[src/rtl/cam_pkg.sv]
package cam_pkg;
    localparam int BYTE_W = 8;
    localparam int R_W    = 5;
    localparam int G_W    = 6;
    localparam int B_W    = 5;
    localparam int CH_W   = 8;
    localparam int RGB_W  = 3 * CH_W;

    typedef struct packed {
        logic [RGB_W-1:0] rgb;
        logic             sof;
        logic             eol;
    } pix_t;
endpackage

[src/rtl/cam_field_widen.sv]
module cam_field_widen #(
    parameter int IN_W  = 5,
    parameter int OUT_W = 8
) (
    input  logic [IN_W-1:0]  field_i,
    output logic [OUT_W-1:0] wide_o
);
    localparam int PAD_W = OUT_W - IN_W;

    // Replicating the top bits maps full-scale in to full-scale out.
    assign wide_o = {field_i, field_i[IN_W-1 -: PAD_W]};
endmodule

[src/rtl/cam_byte_pair.sv]
module cam_byte_pair
    import cam_pkg::*;
(
    input  logic              clk,
    input  logic              rst_n,
    input  logic              vsync_i,
    input  logic              href_i,
    input  logic [BYTE_W-1:0] byte_i,
    output logic              pix_vld_o,
    output pix_t              pix_o,
    output logic              odd_o
);
    typedef struct packed {
        logic              vs;
        logic              hr;
        logic              phase;
        logic [BYTE_W-1:0] hi;
        logic              hold_v;
        logic [RGB_W-1:0]  hold_rgb;
        logic              hold_sof;
        logic              arm;
        logic              ov;
        pix_t              op;
        logic              odd;
    } pair_st_t;

    pair_st_t st_q, st_d;

    logic [2*BYTE_W-1:0] word;
    logic [CH_W-1:0]     r8, g8, b8;

    assign word = {st_q.hi, byte_i};

    cam_field_widen #(.IN_W(R_W), .OUT_W(CH_W)) u_wr (
        .field_i (word[2*BYTE_W-1 -: R_W]),
        .wide_o  (r8)
    );
    cam_field_widen #(.IN_W(G_W), .OUT_W(CH_W)) u_wg (
        .field_i (word[B_W +: G_W]),
        .wide_o  (g8)
    );
    cam_field_widen #(.IN_W(B_W), .OUT_W(CH_W)) u_wb (
        .field_i (word[B_W-1:0]),
        .wide_o  (b8)
    );

    always_comb begin
        st_d     = st_q;
        st_d.vs  = vsync_i;
        st_d.hr  = href_i;
        st_d.ov  = 1'b0;
        st_d.odd = 1'b0;
        if (href_i) begin
            if (!st_q.phase) begin
                st_d.hi    = byte_i;
                st_d.phase = 1'b1;
            end else begin
                st_d.phase = 1'b0;
                if (st_q.hold_v) begin
                    st_d.ov = 1'b1;
                    st_d.op = '{rgb: st_q.hold_rgb, sof: st_q.hold_sof, eol: 1'b0};
                end
                st_d.hold_v   = 1'b1;
                st_d.hold_rgb = {r8, g8, b8};
                st_d.hold_sof = st_q.arm;
                st_d.arm      = 1'b0;
            end
        end else if (st_q.hr) begin
            // Line end: the held pixel is the last one of the line.
            if (st_q.hold_v) begin
                st_d.ov = 1'b1;
                st_d.op = '{rgb: st_q.hold_rgb, sof: st_q.hold_sof, eol: 1'b1};
            end
            st_d.hold_v = 1'b0;
            st_d.odd    = st_q.phase;
            st_d.phase  = 1'b0;
        end
        if (vsync_i && !st_q.vs) begin
            st_d.phase  = 1'b0;
            st_d.arm    = 1'b1;
            st_d.hold_v = 1'b0;
        end
    end

    always_ff @(posedge clk) begin
        if (!rst_n) begin
            st_q <= '0;
        end else begin
            st_q <= st_d;
        end
    end

    assign pix_vld_o = st_q.ov;
    assign pix_o     = st_q.op;
    assign odd_o     = st_q.odd;

    // a mid-line pixel leaves only after the second byte of its successor.
    a_r2_mid_emit: assert property (@(posedge clk) disable iff (!rst_n)
        st_q.ov && !st_q.op.eol |-> $past(href_i && st_q.phase));
    // a flagged line-end pixel follows a falling line-valid.
    a_r4_eol_on_fall: assert property (@(posedge clk) disable iff (!rst_n)
        st_q.ov && st_q.op.eol |-> $past(!href_i && st_q.hr));
    // an odd report only follows a line end.
    a_r6_odd_at_end: assert property (@(posedge clk) disable iff (!rst_n)
        st_q.odd |-> $past(!href_i && st_q.hr));
endmodule

[src/rtl/cam_pix_fifo.sv]
module cam_pix_fifo
    import cam_pkg::*;
#(
    parameter int DEPTH = 4
) (
    input  logic clk,
    input  logic rst_n,
    input  logic wr_en,
    input  pix_t wr_data,
    output logic full,
    input  logic rd_en,
    output pix_t rd_data,
    output logic empty
);
    // DEPTH must be a power of two so the pointers wrap naturally.
    localparam int ADDR_W = (DEPTH > 1) ? $clog2(DEPTH) : 1;
    localparam int CNT_W  = $clog2(DEPTH + 1);

    typedef struct packed {
        logic [ADDR_W-1:0] wr;
        logic [ADDR_W-1:0] rd;
        logic [CNT_W-1:0]  cnt;
    } ptr_st_t;

    ptr_st_t st_q, st_d;
    pix_t    mem [DEPTH];

    always_comb begin
        st_d = st_q;
        if (wr_en) st_d.wr = st_q.wr + 1'b1;
        if (rd_en) st_d.rd = st_q.rd + 1'b1;
        case ({wr_en, rd_en})
            2'b10:   st_d.cnt = st_q.cnt + 1'b1;
            2'b01:   st_d.cnt = st_q.cnt - 1'b1;
            default: st_d.cnt = st_q.cnt;
        endcase
    end

    always_ff @(posedge clk) begin
        if (!rst_n) begin
            st_q <= '0;
        end else begin
            st_q <= st_d;
        end
    end

    always_ff @(posedge clk) begin
        if (wr_en) mem[st_q.wr] <= wr_data;
    end

    assign full    = (st_q.cnt == CNT_W'(DEPTH));
    assign empty   = (st_q.cnt == '0);
    assign rd_data = mem[st_q.rd];

    // no write lands on a full buffer unless a slot frees in the same cycle.
    a_r5_no_overflow: assert property (@(posedge clk) disable iff (!rst_n)
        wr_en && full |-> rd_en);
    a_r5_no_underflow: assert property (@(posedge clk) disable iff (!rst_n)
        rd_en |-> !empty);
endmodule

[src/rtl/cam_rgb_stream.sv]
module cam_rgb_stream
    import cam_pkg::*;
#(
    parameter int FIFO_DEPTH = 4
) (
    input  logic              clk,
    input  logic              rst_n,
    input  logic              vsync_i,
    input  logic              href_i,
    input  logic [BYTE_W-1:0] byte_i,
    output logic [RGB_W-1:0]  m_tdata,
    output logic              m_tvalid,
    input  logic              m_tready,
    output logic              m_tuser,
    output logic              m_tlast,
    output logic              err_o
);
    typedef struct packed {
        logic drop;
        logic err;
    } top_st_t;

    top_st_t st_q, st_d;

    logic pix_vld, odd, full, empty, pop, push, room, live;
    pix_t pix, head;

    cam_byte_pair u_pair (
        .clk       (clk),
        .rst_n     (rst_n),
        .vsync_i   (vsync_i),
        .href_i    (href_i),
        .byte_i    (byte_i),
        .pix_vld_o (pix_vld),
        .pix_o     (pix),
        .odd_o     (odd)
    );

    cam_pix_fifo #(.DEPTH(FIFO_DEPTH)) u_fifo (
        .clk     (clk),
        .rst_n   (rst_n),
        .wr_en   (push),
        .wr_data (pix),
        .full    (full),
        .rd_en   (pop),
        .rd_data (head),
        .empty   (empty)
    );

    assign pop  = m_tvalid && m_tready;
    assign room = !full || pop;
    // A frame-start pixel ends a drop window.
    assign live = !st_q.drop || pix.sof;
    assign push = pix_vld && live && room;

    always_comb begin
        st_d = st_q;
        if (pix_vld && live) begin
            st_d.drop = !room;
        end
        if ((pix_vld && live && !room) || odd) begin
            st_d.err = 1'b1;
        end
    end

    always_ff @(posedge clk) begin
        if (!rst_n) begin
            st_q <= '0;
        end else begin
            st_q <= st_d;
        end
    end

    assign m_tvalid = !empty;
    assign m_tdata  = head.rgb;
    assign m_tuser  = head.sof;
    assign m_tlast  = head.eol;
    assign err_o    = st_q.err;

    // a stalled beat is held unchanged.
    a_r5_stall_stable: assert property (@(posedge clk) disable iff (!rst_n)
        m_tvalid && !m_tready |=> m_tvalid && $stable(m_tdata)
                                  && $stable(m_tuser) && $stable(m_tlast));
    // the error flag is sticky.
    a_r8_err_sticky: assert property (@(posedge clk) disable iff (!rst_n)
        err_o |=> err_o);
    // while dropping, only a frame-start pixel may enter the buffer.
    a_r7_drop_gate: assert property (@(posedge clk) disable iff (!rst_n)
        st_q.drop && push |-> pix.sof);
endmodule

[config.mk]
export PLATFORM = sky130hd
export DESIGN_NAME = cam_rgb_stream
export DESIGN_NICKNAME = d
export VERILOG_FILES = /design/src/rtl/cam_pkg.sv /design/src/rtl/cam_field_widen.sv /design/src/rtl/cam_byte_pair.sv /design/src/rtl/cam_pix_fifo.sv /design/src/rtl/cam_rgb_stream.sv
export SDC_FILE = /design/constraint.sdc
export NUM_CORES = 1
export LEC_CHECK = 0
export BUFFER_PORTS_ARGS = -buffer_cell sky130_fd_sc_hd__buf_2
export CAP_MARGIN = 20
export CORE_AREA = 2 2 97 99
export CTS_BUF_LIST = sky130_fd_sc_hd__clkbuf_16
export DETAILED_ROUTE_END_ITERATION = 8
export DIE_AREA = 0 0 99 101
export PLACE_DENSITY = 0.85
export SYNTH_ARGS = -nofsm -noshare
export SYNTH_HDL_FRONTEND = slang
export SYNTH_SLANG_ARGS = --single-unit
export TNS_END_PERCENT = 100
[constraint.sdc]
create_clock -name clk -period 3.03 [get_ports clk]
set_input_delay 0.303 -clock clk [delete_from_list [all_inputs] [get_ports clk]]
set_output_delay 0.303 -clock clk [all_outputs]
set_load 0.02 [all_outputs]
After elaboration in Yosys (flattened, before gate mapping)
Memory sizes are Yosys's and may differ from the RTL's. A register that Yosys moved wholly into a read port is not among the register bits.
Cells that the tools add are included.
Word-level totals
  register bits: 75
  memories: 1
  logic and storage cells: 71
  bits of input ports: 13
  memory bits (writable): 104
Memories
  u_fifo.mem: depth 4, bits a word 26, rd ports 1, clocked after memory_dff 1, write ports 1, RTL line cam_pix_fifo.sv:26  | pix_t mem [DEPTH];
Cells by class
  reduce and logical (&&, ||, !) cells: 25
  bitwise gates (word level): 3
  muxes and demuxes: 16
  add/subtract/negate cells: 4
  equal/unequal tests: 4
Operator list (number)
  27-bit two-way mux: 3
  54-bit two-way mux: 1
  28-bit two-way mux: 1
  1-bit two-way mux: 8
  2-bit AND reduction: 4
  2-bit nonzero test: 4
  3-bit one-hot mux with 2 select lines: 1
  1-bit logical AND: 5
  1-bit logical NOT: 5
  2-bit by 1-bit adder with 2-bit output, second input constant: 2
  2-bit two-way mux: 2
  3-bit by 1-bit adder with 3-bit output, second input constant: 1
  3-bit equality test, second input constant: 1
  3-bit logical NOT: 1
  1-bit logical OR: 3
  1-bit NOT: 3
  3-bit AND reduction: 1
  3-bit OR reduction: 1
  3-bit by 1-bit subtractor with 3-bit output, second input constant: 1
  2-bit by 1-bit equality test with 1-bit output, second input constant: 1
  2-bit equality test, second input constant: 1
  2-bit by 1-bit inequality test with 1-bit output, second input constant: 1
  2-bit OR reduction: 1

Longest topological paths before layout
Gate-level depths: netlist of the first run.
  depth in word-level cells: 7
  depth in mapped cells: 10

Modules after synthesis
Synthesis of the first run repeated with hierarchy kept, for this count alone.
Unflattened totals
  cells, all modules: 529
  area, all modules: 7308.3 um^2
Modules (own cells, without submodules)
  cam_pix_fifo: area an instance 4247.8 um^2, sequential area each 3303.2 um^2, times used 1, cells each 182
  cam_byte_pair: area an instance 2752.6 um^2, sequential area each 1321.3 um^2, times used 1, cells each 309
  cam_field_widen: area an instance 60.1 um^2, sequential area each 0.0 um^2, times used 3, cells each 8
  cam_rgb_stream: area an instance 127.6 um^2, sequential area each 40.0 um^2, times used 1, cells each 14

Worst setup path after synthesis of the first run
OpenSTA, ideal clock, no wires.
  path kind: register to register
  start point: register u_fifo.st_q[0] (netlist name)
  end point: register u_fifo.st_q[2] (netlist name)
  arrival: 2.145 ns
  data required time: 2.954 ns
  stages on the path, launching flop included: 11
  library setup time: 0.076 ns
  path slack: 0.810 ns
  clock period less this slack: 2.220 ns
  path through: dfxtp_1 nor4b_2 and3b_1 buf_6 inv_1 ha_1 inv_1 fa_1 xor2_1 or3_1 a21boi_0
Between the ends
  cells in the longest elaborated chain, start to end: 7
  elaborated cells on any way between the ends: 13
Ends and longest elaborated chain
  start, declared: RTL line cam_pix_fifo.sv:25  | ptr_st_t st_q, st_d;
  start signal, assigned: RTL line cam_pix_fifo.sv:43  | st_q <= st_d;
  3-bit logical NOT: RTL line cam_pix_fifo.sv:52  | assign empty = (st_q.cnt == '0);
  1-bit logical NOT: RTL line cam_rgb_stream.sv:74  | assign m_tvalid = !empty;
  1-bit logical AND: RTL line cam_rgb_stream.sv:50  | assign pop = m_tvalid && m_tready;
  1-bit logical OR: RTL line cam_rgb_stream.sv:51  | assign room = !full || pop;
  1-bit logical AND: RTL line cam_rgb_stream.sv:54  | assign push = pix_vld && live && room;
  2-bit by 1-bit equality test with 1-bit output / 2-bit equality test (equally long branches): RTL line cam_pix_fifo.sv:32  | case ({wr_en, rd_en})
  3-bit one-hot mux with 2 select lines / 2-bit nonzero test (equally long branches)
Several ways; a longest one is shown, not always the timed one.
A chain may end at the register's enable or synchronous reset.

Worst setup path in the final report of the first run
Ends and elaborated chain as after synthesis.

==> flow_summary.toml, run 1 <==
[critical_path]
cp_slowest_cell = "fa_1"
r2r_slack_ns = 0.66
regToRegEndpoint = "u_fifo.st_q[2]$_SDFFE_PN0P_"
crit_type = "flip-flop to flip-flop"
cp_max_fo = 8
worstPathRequired_ns = 3.36
start_kind = "flip-flop"
cpMostUsedCell = "inv_1"
path_cells = "nor4b_2 > and3b_1 > inv_1 > ha_1 > inv_1 > fa_1 > xor2_1 > or3_1 > a21boi_0"
r2r-start = "u_fifo.st_q[0]$_SDFFE_PN0P_"
cp_slowest_stage_delay_ns = 0.38
end_kind = "flip-flop"
rr_worst_depth = 9
critPathArrivalTime_ns = 2.70

[drt]
vias_per_cell = 5.31
antenna_violating_nets_post_route = 0
vias = 2826
dr.pass1.iters = 5
drtIter0Drc = 160
drc_errors = 0
wl_per_cell_um = 16.4
routed_wl_mm = 8.72

[synth]
syn_inst = 375
yosysSeqAreaShare_pct = 65.9
synth_top_area_share_pct = 42.1
ys.flop_type = "edfxtp_1"
syn_area_per_cell_um2 = 13.7
synth_area_leader_cell = "edfxtp_1"
synth_fp_nets = 394
synth.area.top_cells = "edfxtp_1 (42%), dfxtp_1 (24%), mux4_2 (7.9%), nand2_1 (6.6%), a21boi_0 (3.8%)"
async_flop_share_pct = 0
synth-seq-cells = 133
ys.warnings.count = 0
post-synth-top-count-cell = "nand2_1"
netlist_area_mm2 = 0.00514
synth_cell_types = 35
synth-edff-count = 72
ys_top_cells_by_count = "nand2_1 (90), edfxtp_1 (72), dfxtp_1 (61)"

[global_route]
use_met3_pct = 6.45
grt_util_met1_pct = 24.0
top_usage_layer = "met2"
grt_pass1_wl_mm = 14.3
grt_antenna_before_repair = 0
track_usage_pct = 19.2
overflow = 0
grt_max_degree = 79
met2_usage_pct = 30.8
grt_pass1_vias = 2845

[clocking]
cts_tree = "built"
cts_root_buf = "clkbuf_16"
h-tree-depth = 4
clk_latency_ns = 0.41
cts-buffers-inserted = 17
cts_max_path_buffers = 2
postCtsResizedCells = 0
cts_hold_buf = 0
clkTransAtPathRegs_ns = 0.05
cts.sinks = 133
cts_setup_buffers = 0

[die]
die-width_um = 99
core_area_mm2 = 0.00898
die_h_um = 101
die-area_mm2 = 0.0100
start_util_pct = 57.2
rows = 35
io_pins = 41

[timing]
tns_ns = 0
tightest_slew_ns = 0.851
hold_viol_final = 0
period_needed_ns = 2.37
slew_headroom_pct = 43.2
setup_viol = 0
maxClockFrequency_ghz = 0.422
fin_crit_sh_pct = 78.2
rsz0062_at_grt = "false"
fin_ws_ns = 0.660
fin_skew_ns = 0.00818
slew_violations = 0

[cells_and_area]
fillers = 583
layout-drive-gt1-share_pct = 23.5
antenna_cells = 0
final_core_util_pct = 65.2
nets = 427
syn2layout_area_growth_pct = 13.9

[hold_path]
hold_path.startpoint = "vsync_i"
hold_path_class = "input port to flip-flop"
min_path_cells = 2
hold_end = "u_pair.st_q[65]$_SDFF_PN0_"

[place]
hpwl_mm = 5.27
numPortBuffers = 40
dp_slack_ns = 0.698
gp_congestion = 0.749

[power_and_ir_drop]
total_power_mw = 3.81
p_leak_nw = 1.92
max-vdd-ir-drop_mv = 0.346
powerDensity_mw_per_mm2 = 652

[run_status]
status = "complete, no violations"

[job]
max_cap_violations = 0
[where the power goes]
group | total, mW | internal [mW] | switching, mW
combinational | 0.0698 | 0.0265 | 0.0432
sequential | 1.91 | 1.90 | 0.00977
clock | 1.84 | 1.11 | 0.723
total | 3.81 | 3.04 | 0.776
[how the worst max path moves through the flow]
stage / startpoint / end / cells past startpoint
final: u_fifo.st_q[0]$_SDFFE_PN0P_ / u_fifo.st_q[2]$_SDFFE_PN0P_ / 9
after global routing: u_fifo.st_q[0]$_SDFFE_PN0P_ / u_fifo.st_q[2]$_SDFFE_PN0P_ / 9
after CTS: u_fifo.st_q[0]$_SDFFE_PN0P_ / u_fifo.st_q[2]$_SDFFE_PN0P_ / 9
after detailed placement: u_fifo.st_q[0]$_SDFFE_PN0P_ / u_fifo.st_q[2]$_SDFFE_PN0P_ / 9
after global placement: m_tready / u_fifo.st_q[2]$_SDFFE_PN0P_ / 10
after floorplan: u_fifo.st_q[0]$_SDFFE_PN0P_ / u_fifo.st_q[2]$_SDFFE_PN0P_ / 10
[final cells by class]
cell class / count / area, um2 / area share, %
flip-flops and latches: 133 / 3380 / 57.8
multi-input cells: 207 / 1540 / 26.4
clock buffers: 17 / 425 / 7.27
repair buffers: 43 / 223 / 3.81
well taps: 111 / 139 / 2.37
clock inverters: 15 / 118 / 2.01
inverters: 6 / 22.5 / 0.385
[logic make-up (layout without fill, tap and decap cells)]
logic type	count (synthesis)	in the layout	share of synthesized area, %
xor gates and xnor gates	4	4	0.682
adders and majority gates	6	6	1.61
AOI/OAI and AO/OA	37	37	5.31
buffers and inverters	35	81	4.12
DFF	133	133	65.9
and+or+nand+nor	123	123	10.8
muxes	37	37	11.6
[critical path: cells and delay by family, from the launching register on]
family	cells	cell delay [ns]
and+or+nand+nor	3	0.91
adders and majority gates	2	0.56
DFF	1	0.36
xor gates and xnor gates	1	0.16
buffers and inverters	2	0.15
AOI/OAI and AO/OA	1	0.15
[cell usage in the layout, fill, tap and decap left out, drive strengths merged, types with 5 or more instances in the layout]
master   n
a21boi  27
and2    12
buf     43
clkbuf  17
clkinv   7
dfxtp   61
edfxtp  72
ha       5
inv      9
mux2i   19
mux4    18
nand2   91
nor2b    6
[per-stage QoR]
stage,instances,hold slack [ns],instance area [um2]
6_report,532,0.114,5850
5_1_grt,532,0.115,5850
4_1_cts,532,0.102,5850
3_5_place_dp,500,0.458,5310
3_3_place_gp,500,0.451,5310
2_1_floorplan,375,0.425,5140
[state kept, by name, summed over array words and instances (netlist names), named ones only]
register,flops
err_o,1
st_q,1
u_fifo.mem,72
u_fifo.st_q,7
u_pair.odd_o,1
u_pair.pix_o,18
u_pair.pix_vld_o,1
u_pair.st_q,30
[metal layers]
layer  up-vias  routed length (um)
met5         -                   0
li1       1389                   -
met3         4                 516
met1      1337                3720
met2        96                4420
met4         0                  61
No activity file was read; power rests on OpenSTA's default activity.
==> run 2, diff against run 1 <==
==> constraint.sdc (replaced) <==
create_clock -name clk -period 2.4 [get_ports clk]
set_input_delay 0.24 -clock clk [delete_from_list [all_inputs] [get_ports clk]]
set_output_delay 0.24 -clock clk [all_outputs]
set_load 0.02 [all_outputs]
==> run 2 against run 1 <==
Die area unchanged. Critical path depth unchanged. Non-clock buffer count increased by 2. Via count increased by 2.2%. Hold slack got worse by 0.068 ns. Clock skew decreased by 0.0021 ns. Sequential power increased by 26%. Critical endpoint unchanged. Cell area increased by 1.3%.
==> flow_summary.toml, run 2 (same netlist as run 1, synthesis figures left out) <==
[run_status]
status = "complete, no violations"

[clocking]
cts_tree = "built"
cts_root_buf = "clkbuf_16"
h-tree-depth = 4
clkTransAtPathRegs_ns = 0.05
cts-buffers-inserted = 17
cts_setup_buffers = 0
clk_latency_ns = 0.41
cts.sinks = 133
cts_hold_buf = 0
cts_max_path_buffers = 2
postCtsResizedCells = 0

[cells_and_area]
layout.cells.non_filler = 534
nets = 429
syn2layout_area_growth_pct = 15.4
layout-drive-gt1-share_pct = 24.1
final_core_util_pct = 66.0
regMostFlops = "u_fifo.mem"
layout_commonest_cell = "nand2_1"
layout_common_cells = "nand2_1 (90), edfxtp_1 (72), dfxtp_1 (61)"
final_area_mm2 = 0.00593
antenna_cells = 0
largest_register_ff_count = 72

[power_and_ir_drop]
power_frac_clock_pct = 50.4
p_sw_uw = 987
sequentialPowerShare_pct = 47.8
total_power_mw = 5.04
powerDensity_mw_per_mm2 = 849
intPower_mw = 4.05
max-vdd-ir-drop_mv = 0.440
p_sw_share_pct = 19.6
p_leak_nw = 1.95
p_comb_share_pct = 1.8

[drt]
routed_wl_mm = 8.69
antenna_violating_nets_post_route = 0
drtIter0Drc = 164
dr.pass1.iters = 5
wl_per_cell_um = 16.3
vias_per_cell = 5.41
drc_errors = 0
vias = 2889

[timing]
maxClockFrequency_ghz = 0.439
fin_ws_ns = 0.123
slew_headroom_pct = 55.3
setup_viol = 0
fin_skew_ns = 0.00604
period_needed_ns = 2.28
tightest_slew_ns = 0.670
tns_ns = 0
whs_ns = 0.0453
hold_viol_final = 0
slew_violations = 0
fin_crit_sh_pct = 94.9
rsz0062_at_grt = "false"

[place]
hpwl_mm = 5.20
dp_slack_ns = 0.128
gp_congestion = 0.752
place_area_mm2 = 0.00534
post-place-cells = 502
numPortBuffers = 40

[critical_path]
r2r_slack_ns = 0.12
crit_type = "flip-flop to flip-flop"
r2r-start = "u_fifo.st_q[0]$_SDFFE_PN0P_"
cp_slowest_stage_delay_ns = 0.38
cp_slowest_cell = "fa_1"
path_delay_family = "simple AND/OR/NAND/NOR gates"
rr_worst_depth = 9
cp_max_fo = 6
cpMostUsedCell = "inv_1"
cp.depth = 9
cp-endpoint = "u_fifo.st_q[2]$_SDFFE_PN0P_"
critPathArrivalTime_ns = 2.61
end_kind = "flip-flop"
path_cells = "nor4b_2 > and3b_1 > inv_1 > ha_1 > inv_1 > fa_1 > xor2_1 > or3_1 > a21boi_0"
regToRegEndpoint = "u_fifo.st_q[2]$_SDFFE_PN0P_"
start_kind = "flip-flop"
worstPathRequired_ns = 2.73
cp-startpoint = "u_fifo.st_q[0]$_SDFFE_PN0P_"
critPathBufInv = 2

[die]
rows = 35
die_h_um = 101
die-width_um = 99
io_pins = 41
start_util_pct = 57.2
die-area_mm2 = 0.0100
core_area_mm2 = 0.00898

[job]
max_cap_violations = 0

[global_route]
grt_pass1_wl_mm = 14.0
grt_pass1_vias = 2866
grt_antenna_before_repair = 0
grt_max_degree = 47
overflow = 0
track_usage_pct = 18.6

[hold_path]
hold_path_class = "input port to flip-flop"
## run 2: worst min path at each step
stage | startpoint | endpoint | depth (start not counted)
after floorplan | vsync_i | u_pair.st_q[65]$_SDFF_PN0_ | 1
after global placement | u_pair.st_q[34]$_SDFFE_PN0P_ | u_pair.pix_o[6]$_SDFFE_PN0P_ | 2
after detailed placement | u_pair.st_q[52]$_SDFFE_PN0P_ | u_pair.pix_o[24]$_SDFFE_PN0P_ | 2
after CTS | vsync_i | u_pair.st_q[65]$_SDFF_PN0_ | 2
after global routing | vsync_i | u_pair.st_q[65]$_SDFF_PN0_ | 2
final | vsync_i | u_pair.st_q[65]$_SDFF_PN0_ | 2
## run 2: layout make-up
type	instances	area, um2
inverters	6	22.5
well taps	111	139
flip-flops and latches	133	3380
clock inverters	15	165
multi-input cells	207	1540
clock buffers	17	425
repair buffers	45	250
fillers	588	3050
## run 2: power by group through the flow
stage / sequential [mW] / combinational, mW / clock, mW
floorplan: 2.45 / 0.0664 / 0
global placement: 2.45 / 0.0871 / 0
detailed placement: 2.46 / 0.0894 / 0
CTS: 2.41 / 0.0903 / 2.56
global route: 2.41 / 0.100 / 2.66
finish: 2.41 / 0.0891 / 2.54
## run 2: per-layer routing
metal  vias up  GRT usage (%)  wire length (um)
met5         -              0                 0
met4         0           8.64               196
met3        24           5.96               404
met2        76           30.4              4310
met1      1401           22.7              3780
li1       1388              -                 -
==> run 3, diff against run 2 <==
--- a/config.mk
+++ b/config.mk
@@ -7,12 +7,14 @@
 export LEC_CHECK = 0
 export BUFFER_PORTS_ARGS = -buffer_cell sky130_fd_sc_hd__buf_2
 export CAP_MARGIN = 20
-export CORE_AREA = 2 2 97 99
+export CORE_AREA = 2 2 114 116
 export CTS_BUF_LIST = sky130_fd_sc_hd__clkbuf_16
 export DETAILED_ROUTE_END_ITERATION = 8
-export DIE_AREA = 0 0 99 101
+export DIE_AREA = 0 0 116 118
 export PLACE_DENSITY = 0.85
+export RECOVER_POWER = 50
 export SYNTH_ARGS = -nofsm -noshare
 export SYNTH_HDL_FRONTEND = slang
+export SYNTH_HIERARCHICAL = 1
 export SYNTH_SLANG_ARGS = --single-unit
 export TNS_END_PERCENT = 100
==> run 3 against run 2 <==
Sequential power is 36% higher. Non-clock buffer count is 6 higher. Final cell count is 32% higher. Hold slack better by 0.0033 ns. Core utilization is 2.9 points lower. Power is 20% higher. Critical endpoint is now u_pair/pix_o[7]$_SDFFE_PN0P_. Highest routed layer unchanged.
==> flow_summary.toml, run 3 <==
[run_status]
status = "complete, no violations"

[timing]
period_needed_ns = 2.22
setup_viol = 0
tightest_slew_ns = 1.47
rsz0062_at_grt = "false"
tns_ns = 0
hold_viol_final = 0
fin_ws_ns = 0.179
fin_crit_sh_pct = 92.5
maxClockFrequency_ghz = 0.450
fin_skew_ns = 0.00913
slew_headroom_pct = 2.03
slew_violations = 0

[place]
gp_congestion = 0.785
numPortBuffers = 40
hpwl_mm = 7.07
place_area_mm2 = 0.00729
dp_slack_ns = 0.170

[cells_and_area]
layout_commonest_cell = "nand2_1"
largest_register_ff_count = 104
layout-drive-gt1-share_pct = 19.4
layout_common_cells = "nand2_1 (120), edfxtp_1 (104), dfxtp_1 (77)"
nets = 541
final_core_util_pct = 63.2
final_area_mm2 = 0.00784
regMostFlops = "u_fifo/mem"
syn2layout_area_growth_pct = 7.31
antenna_cells = 0

[global_route]
overflow = 0
grt_antenna_before_repair = 0
track_usage_pct = 19.3
grt_max_degree = 41
grt_pass1_wl_mm = 19.9
grt_pass1_vias = 3970

[drt]
drtIter0Drc = 284
dr.pass1.iters = 4
vias_per_cell = 5.41
drc_errors = 0
wl_per_cell_um = 17.4
routed_wl_mm = 12.3
antenna_violating_nets_post_route = 0
vias = 3827

[synth]
synth.area.top_cells = "edfxtp_1 (43%), dfxtp_1 (21%), mux4_2 (6.2%), nand2_1 (6.2%), buf_4 (5.2%)"
synth_area_leader_cell = "edfxtp_1"
ys.flop_type = "edfxtp_1"
synth_top_area_share_pct = 42.7
post-synth-top-count-cell = "nand2_1"
synth_fp_nets = 548
synth-seq-cells = 181
ys.warnings.count = 6
syn_inst = 529
syn_area_per_cell_um2 = 13.8
synth_cell_types = 39
async_flop_share_pct = 0
ys_top_cells_by_count = "nand2_1 (120), edfxtp_1 (104), dfxtp_1 (77)"
netlist_area_mm2 = 0.00731
synth-edff-count = 104
yosysSeqAreaShare_pct = 63.8

[clocking]
cts-buffers-inserted = 17
cts_tree = "built"
clkTransAtPathRegs_ns = 0.07
cts_root_buf = "clkbuf_16"
h-tree-depth = 4
cts_hold_buf = 0
clk_latency_ns = 0.41
cts_max_path_buffers = 2
cts_setup_buffers = 0
cts.sinks = 181

[power_and_ir_drop]
powerDensity_mw_per_mm2 = 768
sequentialPowerShare_pct = 54.5
p_sw_mw = 1.22
p_sw_share_pct = 20.2
total_power_mw = 6.02
power_frac_clock_pct = 43.6
p_leak_nw = 2.68
intPower_mw = 4.81
max-vdd-ir-drop_mv = 0.473
p_comb_share_pct = 1.9

[critical_path]
crit_type = "flip-flop to flip-flop"
start_kind = "flip-flop"
worstPathRequired_ns = 2.72
end_kind = "flip-flop"
critPathArrivalTime_ns = 2.54
cp_max_fo = 27

[job]
max_cap_violations = 0

[die]
io_pins = 41
die_h_um = 118
core_area_mm2 = 0.0124
rows = 41
die-width_um = 116
die-area_mm2 = 0.0137
start_util_pct = 58.9

[hold_path]
hold_path_class = "input port to flip-flop"
## run 3: cell count changes in the layout (fill, tap and decap cells not counted), sizes merged, moves of 2 or more
cell	change
bufinv	-2
a21boi	+9
nand2	+30
inv	+7
nor2b	-2
dfxtp	+16
mux4	+8
edfxtp	+32
mux2i	+7
clkbuf	+8
clkinvlp	-3
xor2	+2
nor2	-3
and2	+4
## run 3: logic make-up after synthesis
kind of cell / Yosys count / share of synthesized area (%)
xor gates and xnor gates: 5 / 0.599
and+or+nand+nor: 150 / 9.04
buffers and inverters: 87 / 8.59
DFF: 181 / 63.8
muxes: 52 / 11.9
AOI/OAI and AO/OA: 48 / 4.93
adders and majority gates: 6 / 1.13
## run 3: worst paths after layout
kind | startpoint | endpoint | slack (ns) | depth (start not counted)
max | u_pair/st_q[63]$_SDFFE_PP0P_ | u_pair/pix_o[7]$_SDFFE_PN0P_ | 0.18 | 4
max reg2reg | u_pair/st_q[63]$_SDFFE_PP0P_ | u_pair/pix_o[7]$_SDFFE_PN0P_ | 0.18 | 4
min | vsync_i | u_pair/st_q[65]$_SDFF_PN0_ | 0.05 | 2
min reg2reg | u_pair/st_q[42]$_SDFFE_PN0P_ | u_pair/pix_o[14]$_SDFFE_PN0P_ | 0.46 | 2
## run 3: final cells by class
type	instances	area, um2
clock buffer	18	450
tap	172	215
inverter	10	37.5
multi-input combinational	261	2020
clock inverter	14	124
sequential	181	4660
timing repair buffer	51	328
fill	882	4570
## run 3: critical path, stage by stage, from the launching register on
cell and delay (ns):
dfxtp_1 0.43, nand2_2 0.41, a21boi_4 0.24, clkbuf_2 0.71, mux2i_1 0.30
## run 3: through the flow
stage / hold slack (ns) / cells
finish: 0.0486 / 707
global route: 0.0588 / 707
CTS: 0.0333 / 707
detailed placement: 0.450 / 675
global placement: 0.440 / 675
floorplan: 0.362 / 529
## run 3: metal layers
metal / global-route usage [%] / vias up / share of wire [%]
li1: - / 1794 / -
met1: 23.4 / 1896 / 42
met2: 31.8 / 115 / 51
met3: 5.82 / 22 / 5.8
met4: 8.18 / 0 / 2.0
met5: 0 / - / 0
## run 3: timing repair
| item | 4_1_cts | 5_1_grt |
|---|---|---|
| resized for setup | 0 | 2 |
| endpoints found under the hold margin | 0 | 0 |
| setup endpoints to repair | 0 | 1 |
## run 3: power by group through the flow
stage                     clock network [mW]  registers [mW]  logic, mW
after floorplan                            0            3.35      0.116
after global placement                     0            3.35      0.111
after detailed placement                   0            3.35      0.116
after CTS                               2.67            3.28      0.118
after global routing                    2.79            3.28      0.127
final                                   2.62            3.28      0.116
